$ cat config.mk
export PLATFORM = sky130hd
export DESIGN_NAME = flash_bus_frontend
export DESIGN_NICKNAME = d
export VERILOG_FILES = /design/src/rtl/fbf_pkg.sv /design/src/rtl/fbf_sync.sv /design/src/rtl/fbf_decode.sv /design/src/rtl/fbf_reset_ctl.sv /design/src/rtl/fbf_write_gate.sv /design/src/rtl/flash_bus_frontend.sv
export SDC_FILE = /design/constraint.sdc
export NUM_CORES = 1
export LEC_CHECK = 0
export ABC_CLOCK_PERIOD_IN_PS = 1780
export CAP_MARGIN = 15
export CORE_MARGIN = 4
export CORE_UTILIZATION = 30
export CTS_CLUSTER_SIZE = 20
export DETAILED_ROUTE_END_ITERATION = 8
export DONT_BUFFER_PORTS = 1
export PLACE_DENSITY = 0.54
export SETUP_SLACK_MARGIN = 0.15
export SYNTH_ARGS = -nofsm -noshare
export SYNTH_HDL_FRONTEND = slang
export SYNTH_SLANG_ARGS = --single-unit
$ cat constraint.sdc
create_clock -name clk -period 1.78 [get_ports clk]
set_input_delay 0.267 -clock clk [delete_from_list [all_inputs] [get_ports clk]]
set_output_delay 0.267 -clock clk [all_outputs]
set_load 0.005 [all_outputs]
$ cat src/rtl/fbf_pkg.sv
package fbf_pkg;
  typedef enum logic [2:0] {
    MODE_STANDBY = 3'd0,
    MODE_READ    = 3'd1,
    MODE_WRITE   = 3'd2,
    MODE_OUTDIS  = 3'd3,
    MODE_RESET   = 3'd4
  } bus_mode_e;
endpackage

$ cat src/rtl/fbf_sync.sv
module fbf_sync #(
  parameter int W      = 5,
  parameter int STAGES = 2,
  parameter logic [W-1:0] INIT = '0
) (
  input  logic         clk,
  input  logic         rst,
  input  logic [W-1:0] d,
  output logic [W-1:0] q
);
  logic [W-1:0] stg [STAGES];

  for (genvar i = 0; i < STAGES; i++) begin : g_stage
    if (i == 0) begin : g_first
      always_ff @(posedge clk) begin
        if (rst) stg[i] <= INIT;
        else     stg[i] <= d;
      end
    end else begin : g_next
      always_ff @(posedge clk) begin
        if (rst) stg[i] <= INIT;
        else     stg[i] <= stg[i-1];
      end
    end
  end

  assign q = stg[STAGES-1];
endmodule

$ cat src/rtl/fbf_decode.sv
module fbf_decode
  import fbf_pkg::*;
(
  input  logic      clk,
  input  logic      rst,
  input  logic      ce_s,
  input  logic      oe_s,
  input  logic      we_s,
  input  logic      rp_s,
  input  logic      recov_busy,
  output bus_mode_e mode_q,
  output logic      dq_oe_q,
  output logic      write_like
);
  bus_mode_e mode_d;

  always_comb begin
    if (!rp_s)              mode_d = MODE_RESET;
    else if (ce_s)          mode_d = MODE_STANDBY;
    else if (!we_s && oe_s) mode_d = MODE_WRITE;
    else if (!oe_s && we_s) mode_d = MODE_READ;
    else                    mode_d = MODE_OUTDIS;
  end

  assign write_like = rp_s && !ce_s && !we_s && oe_s;

  always_ff @(posedge clk) begin
    if (rst) begin
      mode_q  <= MODE_STANDBY;
      dq_oe_q <= 1'b0;
    end else begin
      mode_q  <= mode_d;
      dq_oe_q <= (mode_d == MODE_READ) && !recov_busy;
    end
  end
endmodule

$ cat src/rtl/fbf_reset_ctl.sv
module fbf_reset_ctl #(
  parameter int READY_DLY = 20,
  parameter int RECOV_CYC = 5
) (
  input  logic clk,
  input  logic rst,
  input  logic rp_s,
  input  logic vl_s,
  input  logic op_active,
  output logic recov_busy,
  output logic ready_q,
  output logic ctl_reset_q
);
  localparam int BW = $clog2(READY_DLY + 1);
  localparam int RW = $clog2(RECOV_CYC + 1);

  logic          rp_d;
  logic [BW-1:0] busy_cnt, busy_n;
  logic [RW-1:0] recov_cnt, recov_n;
  logic          rp_fall;

  assign rp_fall = !rp_s && rp_d;

  always_comb begin
    if (rp_fall && op_active)   busy_n = BW'(READY_DLY);
    else if (busy_cnt != '0)    busy_n = busy_cnt - 1'b1;
    else                        busy_n = '0;
    if (!rp_s)                  recov_n = RW'(RECOV_CYC);
    else if (recov_cnt != '0)   recov_n = recov_cnt - 1'b1;
    else                        recov_n = '0;
  end

  assign recov_busy = (recov_cnt != '0);

  always_ff @(posedge clk) begin
    if (rst) begin
      rp_d        <= 1'b1;
      busy_cnt    <= '0;
      recov_cnt   <= '0;
      ready_q     <= 1'b1;
      ctl_reset_q <= 1'b1;
    end else begin
      rp_d        <= rp_s;
      busy_cnt    <= busy_n;
      recov_cnt   <= recov_n;
      ready_q     <= (busy_n == '0) && !(rp_s && op_active);
      ctl_reset_q <= !rp_s || vl_s;
    end
  end
endmodule

$ cat src/rtl/fbf_write_gate.sv
module fbf_write_gate #(
  parameter int SYNC_STAGES = 2
) (
  input  logic clk,
  input  logic rst,
  input  logic ce_s,
  input  logic oe_s,
  input  logic we_s,
  input  logic rp_s,
  input  logic vl_s,
  input  logic write_like,
  output logic strobe_q
);
  localparam int VW = $clog2(SYNC_STAGES + 1);

  logic [VW-1:0] warm_cnt;
  logic          warm;
  logic          lockout;
  logic          armed;
  logic          strobe_d;

  assign warm     = (warm_cnt == VW'(SYNC_STAGES));
  assign strobe_d = armed && we_s && !ce_s && oe_s && rp_s && !vl_s;

  always_ff @(posedge clk) begin
    if (rst) begin
      warm_cnt <= '0;
      lockout  <= 1'b1;
      armed    <= 1'b0;
      strobe_q <= 1'b0;
    end else begin
      if (!warm) warm_cnt <= warm_cnt + 1'b1;
      if (warm && !write_like) lockout <= 1'b0;
      armed    <= write_like && !lockout && !vl_s;
      strobe_q <= strobe_d;
    end
  end
endmodule

$ cat src/rtl/flash_bus_frontend.sv
module flash_bus_frontend
  import fbf_pkg::*;
#(
  parameter int SYNC_STAGES = 2,
  parameter int READY_DLY   = 20,
  parameter int RECOV_CYC   = 5
) (
  input  logic       clk,
  input  logic       rst,
  input  logic       chip_sel_n,
  input  logic       out_en_n,
  input  logic       wr_en_n,
  input  logic       hard_rst_n,
  input  logic       vcc_low,
  input  logic       op_active,
  output logic [2:0] bus_mode,
  output logic       dq_oe,
  output logic       wr_strobe,
  output logic       ctl_reset,
  output logic       ready
);
  localparam int NPIN = 5;
  localparam logic [NPIN-1:0] PIN_IDLE = 5'b01111;

  logic [NPIN-1:0] pins_raw, pins_s;
  logic ce_s, oe_s, we_s, rp_s, vl_s;
  logic recov_busy, write_like;
  bus_mode_e mode_q;

  assign pins_raw = {vcc_low, hard_rst_n, wr_en_n, out_en_n, chip_sel_n};
  assign {vl_s, rp_s, we_s, oe_s, ce_s} = pins_s;

  fbf_sync #(.W(NPIN), .STAGES(SYNC_STAGES), .INIT(PIN_IDLE)) u_sync (
    .clk(clk), .rst(rst), .d(pins_raw), .q(pins_s)
  );

  fbf_decode u_decode (
    .clk(clk), .rst(rst), .ce_s(ce_s), .oe_s(oe_s), .we_s(we_s), .rp_s(rp_s),
    .recov_busy(recov_busy), .mode_q(mode_q), .dq_oe_q(dq_oe),
    .write_like(write_like)
  );

  fbf_reset_ctl #(.READY_DLY(READY_DLY), .RECOV_CYC(RECOV_CYC)) u_rstctl (
    .clk(clk), .rst(rst), .rp_s(rp_s), .vl_s(vl_s), .op_active(op_active),
    .recov_busy(recov_busy), .ready_q(ready), .ctl_reset_q(ctl_reset)
  );

  fbf_write_gate #(.SYNC_STAGES(SYNC_STAGES)) u_wgate (
    .clk(clk), .rst(rst), .ce_s(ce_s), .oe_s(oe_s), .we_s(we_s), .rp_s(rp_s),
    .vl_s(vl_s), .write_like(write_like), .strobe_q(wr_strobe)
  );

  assign bus_mode = mode_q;
endmodule

== Word-level counts from Yosys, hierarchy flattened ==
Memories as Yosys holds them, arrays and structs flattened.
Cells that the tools add are included.

* Add/sub/neg operators: 3
* Muxes and demuxes: 13
* Reduce and logical (&&, ||, !) cells: 32
* Bitwise logic cells: 4
* Eq/ne operators: 2

{| class="wikitable"
|+ Operators by type and width
! cell !! number
|-
| $mux W5 || 4
|-
| $logic_and A1 B1 Y1 || 18
|-
| $mux W3 || 5
|-
| $logic_not A1 Y1 || 9
|-
| $logic_not A5 Y1 || 1
|-
| $reduce_bool A5 Y1 || 1
|-
| $sub A5 B1 Y5 const B || 1
|-
| $eq A3 B1 Y1 const B || 1
|-
| $mux W1 || 3
|-
| $reduce_bool A3 Y1 || 1
|-
| $reduce_or A3 Y1 || 1
|-
| $sub A3 B1 Y3 const B || 1
|-
| $add A2 B1 Y2 const B || 1
|-
| $eq A2 B2 Y1 const B || 1
|-
| $mux W2 || 1
|-
| $not A1 Y1 || 2
|-
| $or A1 B1 Y1 || 2
|-
| $logic_or A1 B1 Y1 || 1
|}

* Register bits after elaboration: 20
* Memories kept: 1
* Input port bits: 8
* Logic and storage cells: 67
* Output and inout port bits: 7
* Memory bits (writable): 10

{| class="wikitable"
|+ Memory list
! memory !! words !! width !! read ports !! clocked after memory_dff !! write ports !! RTL line !! text
|-
| u_sync.stg || 2 || 5 || 2 || 0 || 2 || fbf_sync.sv:11 || <nowiki>logic [W-1:0] stg [STAGES];</nowiki>
|}

== Logic depth before layout (Yosys ltp) ==
Gate-level depths: netlist of the first run.
An unclocked memory read counts as a cell.

* Word-level depth: 9
* Gate-level depth with buffers: 6
* Gate-level depth less buffers: 6

== Modules after synthesis ==
From an unflattened synthesis of the first run, not the netlist that was laid out.

* Cells, all modules: 98
* Area total of the unflattened synthesis: 1058.5 um^2

{| class="wikitable"
|+ Modules (own cells, without submodules)
! module !! instances !! cells an instance !! sequential area each (um^2) !! area each (um^2)
|-
| fbf_reset_ctl || 1 || 48 || 220.2 || 476.7
|-
| fbf_sync || 1 || 20 || 200.2 || 262.8
|-
| fbf_write_gate || 1 || 18 || 100.1 || 187.7
|-
| fbf_decode || 1 || 12 || 80.1 || 131.4
|}

== Least setup slack after synthesis of the first run ==
OpenSTA, ideal clock, no wires.

* Path type: register to register
* Start point: register u_rstctl.busy_cnt[0]
* End point: register u_rstctl.ready_q
* Buffers on the path: 0
* Period minus slack after synthesis: 1385 ps
* Library setup time: 60 ps
* Stages on the path, launching flop included: 6
* Arrival: 1325 ps
* Slack: 395 ps
* Data required time: 1720 ps
* Path through: dfxtp_1 -> inv_1 -> ha_1 -> or3b_1 -> o211ai_2 -> o221a_1

* Longest elaborated chain between the ends: 5
* Elaborated cells on any way between the ends: 6
* Classes of those cells: 1 x add/sub; 2 x mux; 3 x reduce/logical

{| class="wikitable"
|+ RTL lines
! item !! RTL line !! text
|-
| start: declaration || fbf_reset_ctl.sv:18 || <nowiki>logic [BW-1:0] busy_cnt, busy_n;</nowiki>
|-
| start signal: assignment || fbf_reset_ctl.sv:44 || <nowiki>busy_cnt <= busy_n;</nowiki>
|-
| $sub A5 B1 Y5 or $reduce_bool A5 Y1 (tied branches) || fbf_reset_ctl.sv:26 || <nowiki>else if (busy_cnt != '0) busy_n = busy_cnt - 1'b1;</nowiki>
|-
| $mux W5 * || fbf_reset_ctl.sv:26 ||
|-
| $mux W5 * || fbf_reset_ctl.sv:25 || <nowiki>if (rp_fall && op_active) busy_n = BW'(READY_DLY);</nowiki>
|-
| $logic_not A5 Y1 * || fbf_reset_ctl.sv:46 || <nowiki>ready_q <= (busy_n == '0) && !(rp_s && op_active);</nowiki>
|-
| $logic_and A1 B1 Y1 * || fbf_reset_ctl.sv:46 ||
|-
| end signal: assignment || fbf_reset_ctl.sv:46 ||
|-
| end: declaration || fbf_reset_ctl.sv:11 || <nowiki>output logic ready_q,</nowiki>
|}

Mark *: on every way between the ends. The rest lies on a longest branch, timed or not.
A chain may end at the register's enable or synchronous reset.

== Worst setup path in the final report of the first run ==
* Start point: register u_rstctl.busy_cnt[0]
* End point: register u_rstctl.busy_cnt[3]

* Longest elaborated chain between the ends: 3
* Elaborated cells on any way between the ends: 4
* Classes of those cells: 1 x add/sub; 2 x mux; 1 x reduce/logical

{| class="wikitable"
|+ RTL lines
! item !! RTL line
|-
| $sub A5 B1 Y5 or $reduce_bool A5 Y1 (tied branches) || fbf_reset_ctl.sv:26
|-
| $mux W5 * || fbf_reset_ctl.sv:26
|-
| $mux W5 * || fbf_reset_ctl.sv:25
|}

Marked as above.

==> metrics.csv, run 1 <==
stage;metric;value;unit
finish;regArea;601;um^2
finish;area_growth;14.1;%
synthesis;synth.avg_cell_area;10.3;um^2
drt;ant_nets;0;
floorplan;fp.coreArea;3360;um^2
power;p_per_area;1410;nW/um^2
cts;tritoncts;done;
finish;multi_input_area;397;um^2
flow_run;max_cap_violations;0;
sta;min_period;1.56;ns
synthesis;ys_types;27;
global_route;met1_usage;9.45;%
synthesis;async_reset_ff_share;0;%
power;finalPower;1.69;mW
sta;layout_setup_ws;0.215;ns
global_route;met3_usage;5.16;%
place;gp_congestion;0.812;
global_route;grt-ovfl-total;0;
place;port_buffers;0;
sta;finClkSkew;0.00929;ns
synthesis;synth_area_leaders;dfxtp_1 (57%), ha_1 (5.9%), or2_2 (4.8%), inv_1 (4.6%), nor2_1 (3.6%);
sta;fin_tns_setup;0;ns
place;placed_cells;146;
synthesis;synth_seq_area_share;57.0;%
global_route;gr-usage-met2;13.7;%
finish;antenna_cells;0;
power;p_leak;0.499;nW
synthesis;yosysMostFrequentCell;dfxtp_1;
global_route;grtUsageTotal;9.04;%
floorplan;die_area;4520;um^2
finish;stdcell_count;158;
cts;worstSkewPairLatency;0.32;ns
sta;setup_viol;0;
cts;clock-sinks;30;
drt;vias;663;
floorplan;initial_core_util;31.3;%
sta;fmax;639;MHz
synthesis;synth_cells;102;
finish;nNetsFinal;124;
synthesis;synth_edf_count;0;
drt;vias_per_cell;4.20;
floorplan;io_pins;15;
synthesis;synth_seq_cells;30;
drt;wl;1680;um
place;dp_hpwl;1150;um
hold_path;hold_class;input pin to register;
floorplan;fp.dieW;67.3;um
sta;slew_violations;0;
run_status;status;completed;
finish;drive_gt1_share;19.6;%
synthesis;yosysTopAreaCell;dfxtp_1;
drt;drt_iter0_drc;14;
sta;fin_crit_sh;87.9;%
drt;route.detailed.drc;0;
setup_path;critical_path_arrival;1.77;ns
cts;cts_resized;0;
cts;clock-root-buffer;clkbuf_4;
synthesis;synthTopCellsByCount;dfxtp_1 (30), inv_1 (13), nor2_1 (10);
global_route;busiest_layer;met2;
setup_path;worstPathMaxFanout;5;
synthesis;yosys_warnings;0;
drt;wire_per_inst;10.6;um
finish;n_fill_cell;369;
floorplan;row_count;21;
global_route;antenna_found_initial;0;
sta;rsz0062_at_grt;false;
synthesis;ys.flop_type;dfxtp_1;
cts;cts_max_level;2;
cts;cts_buffers;5;
setup_path;r2r.worst_path.cells;6;
floorplan;chipHeight;67.3;um
power;peakVddDrop;0.509;mV
drt;drt_pass1_iterations;4;
global_route;grt_start_max_net_pins;16;
setup_path;end_kind;register;
setup_path;critical_path_class;register to register;
setup_path;r2r_setup_slack;0.22;ns
sta;timing.hold.ws;0.0361;ns
global_route;grt_first_pass_wirelength;2870;um
setup_path;setup.worst_path.start_class;register;
place;dp_slack;0.272;ns
hold_path;hold_depth;1;
synthesis;synth_top_area_share;57.0;%
sta;hold_viol;0;
synthesis;syn-num-nets;115;
global_route;first_global_vias;656;
sta;max_slew_margin;75.3;%
cts;clockBufferDepth;2;
synthesis;syn_area;1050;um^2
sta;worst_pin_slew;0.367;ns
setup_path;required;1.98;ns
cts;cts.clk_slew.worst_paths;0.09;ns
==> layer usage <==
metal | routed length [um] | part of all wire (%)
met5 | 0 | 0
met4 | 59 | 3.5
met3 | 90 | 5.4
met2 | 773 | 46
met1 | 753 | 45
==> layout make-up <==
class,count,area share (%)
tap,46,4.79
sequential,30,49.9
clock buffer,6,4.27
inverter,13,4.06
multi-input combinational,57,33.0
timing repair buffer,4,2.91
clock inverter,2,1.04
==> where the power goes <==
group	switching [mW]	internal, mW	leakage, nW
clock	0.229	0.190	0.0343
combinational	0.186	0.240	0.217
sequential	0.0760	0.770	0.247
total	0.491	1.20	0.499
==> state kept, by name, indices dropped and copies added, names as in the netlist <==
register	count
u_wgate.armed	1
u_decode.dq_oe_q	1
u_wgate.lockout	1
u_sync.stg	10
u_decode.mode_q	3
u_wgate.warm_cnt	2
u_rstctl.recov_cnt	3
u_rstctl.ready_q	1
u_rstctl.rp_d	1
u_rstctl.ctl_reset_q	1
u_wgate.strobe_q	1
u_rstctl.busy_cnt	5
==> repair_timing <==
item                                    in CTS  in global routing
setup buffers                                0                  2
hold endpoints to repair                     8                  3
hold buffers                                 1                  1
endpoints found under the setup margin       0                  1
==> cells by family after synthesis <==
kind of cell,share of synthesized area (%)
buffers and inverters,5.34
AOI/OAI and AO/OA,10.2
xor gates and xnor gates,1.66
and+or+nand+nor,19.8
DFF,57.0
adders and majority gates,5.94
==> worst max-delay path, stage by stage (launching register included) <==
cell	delay, ns
dfxtp_1	0.36
inv_1	0.07
ha_1	0.21
or3b_1	0.40
o211ai_2	0.23
buf_4	0.15
a21oi_1	0.03
==> metrics by stage <==
stage	util [%]	area [um^2]
2_1_floorplan	-	1050
3_3_place_gp	32.8	1100
3_5_place_dp	32.8	1100
5_1_grt	35.8	1200
4_1_cts	35.0	1180
6_report	35.8	1200
==> worst paths after layout <==
| kind | start | end |
|---|---|---|
| worst max register to register | u_rstctl.busy_cnt[0] | u_rstctl.busy_cnt[3] |
| worst max-delay path | u_rstctl.busy_cnt[0] | u_rstctl.busy_cnt[3] |
| worst min-delay path | wr_en_n | u_sync.stg[0][2] |
| worst min register to register | u_sync.stg[0][0] | u_sync.stg[1][0] |
==> cells in the final DEF (no fill, tap or decap) <==
cell type / count
dfxtp_1: 30
inv_1: 13
nor2_1: 10
or2_2: 8
a21oi_1: 6
ha_1: 5
clkbuf_4: 5
o21a_1: 3
nand2b_1: 3
nor4b_1: 2
nand3b_1: 2
nor4_1: 2
nor2b_1: 2
dlygate4sd3_1: 2
buf_4: 2
or3b_1: 1
nand2_1: 1
o211ai_2: 1
o31ai_1: 1
or4_4: 1
and3_4: 1
xnor2_1: 1
a221o_2: 1
o221a_1: 1
o21ai_0: 1
a21o_1: 1
xor2_1: 1
nand3_1: 1
nor3_1: 1
clkinvlp_4: 1
clkinv_2: 1
clkbuf_8: 1
(Power assumes the default switching activity.)
==> inputs of run 2 (changes only) <==
--- a/config.mk
+++ b/config.mk
@@ -6,9 +6,9 @@
 export NUM_CORES = 1
 export LEC_CHECK = 0
 export ABC_CLOCK_PERIOD_IN_PS = 1780
-export CAP_MARGIN = 15
 export CORE_MARGIN = 4
 export CORE_UTILIZATION = 30
+export CTS_CLUSTER_DIAMETER = 150
 export CTS_CLUSTER_SIZE = 20
 export DETAILED_ROUTE_END_ITERATION = 8
 export DONT_BUFFER_PORTS = 1
==> results of run 2 <==
Same layout as run 1: the final DEF is identical, and so are final timing and power.
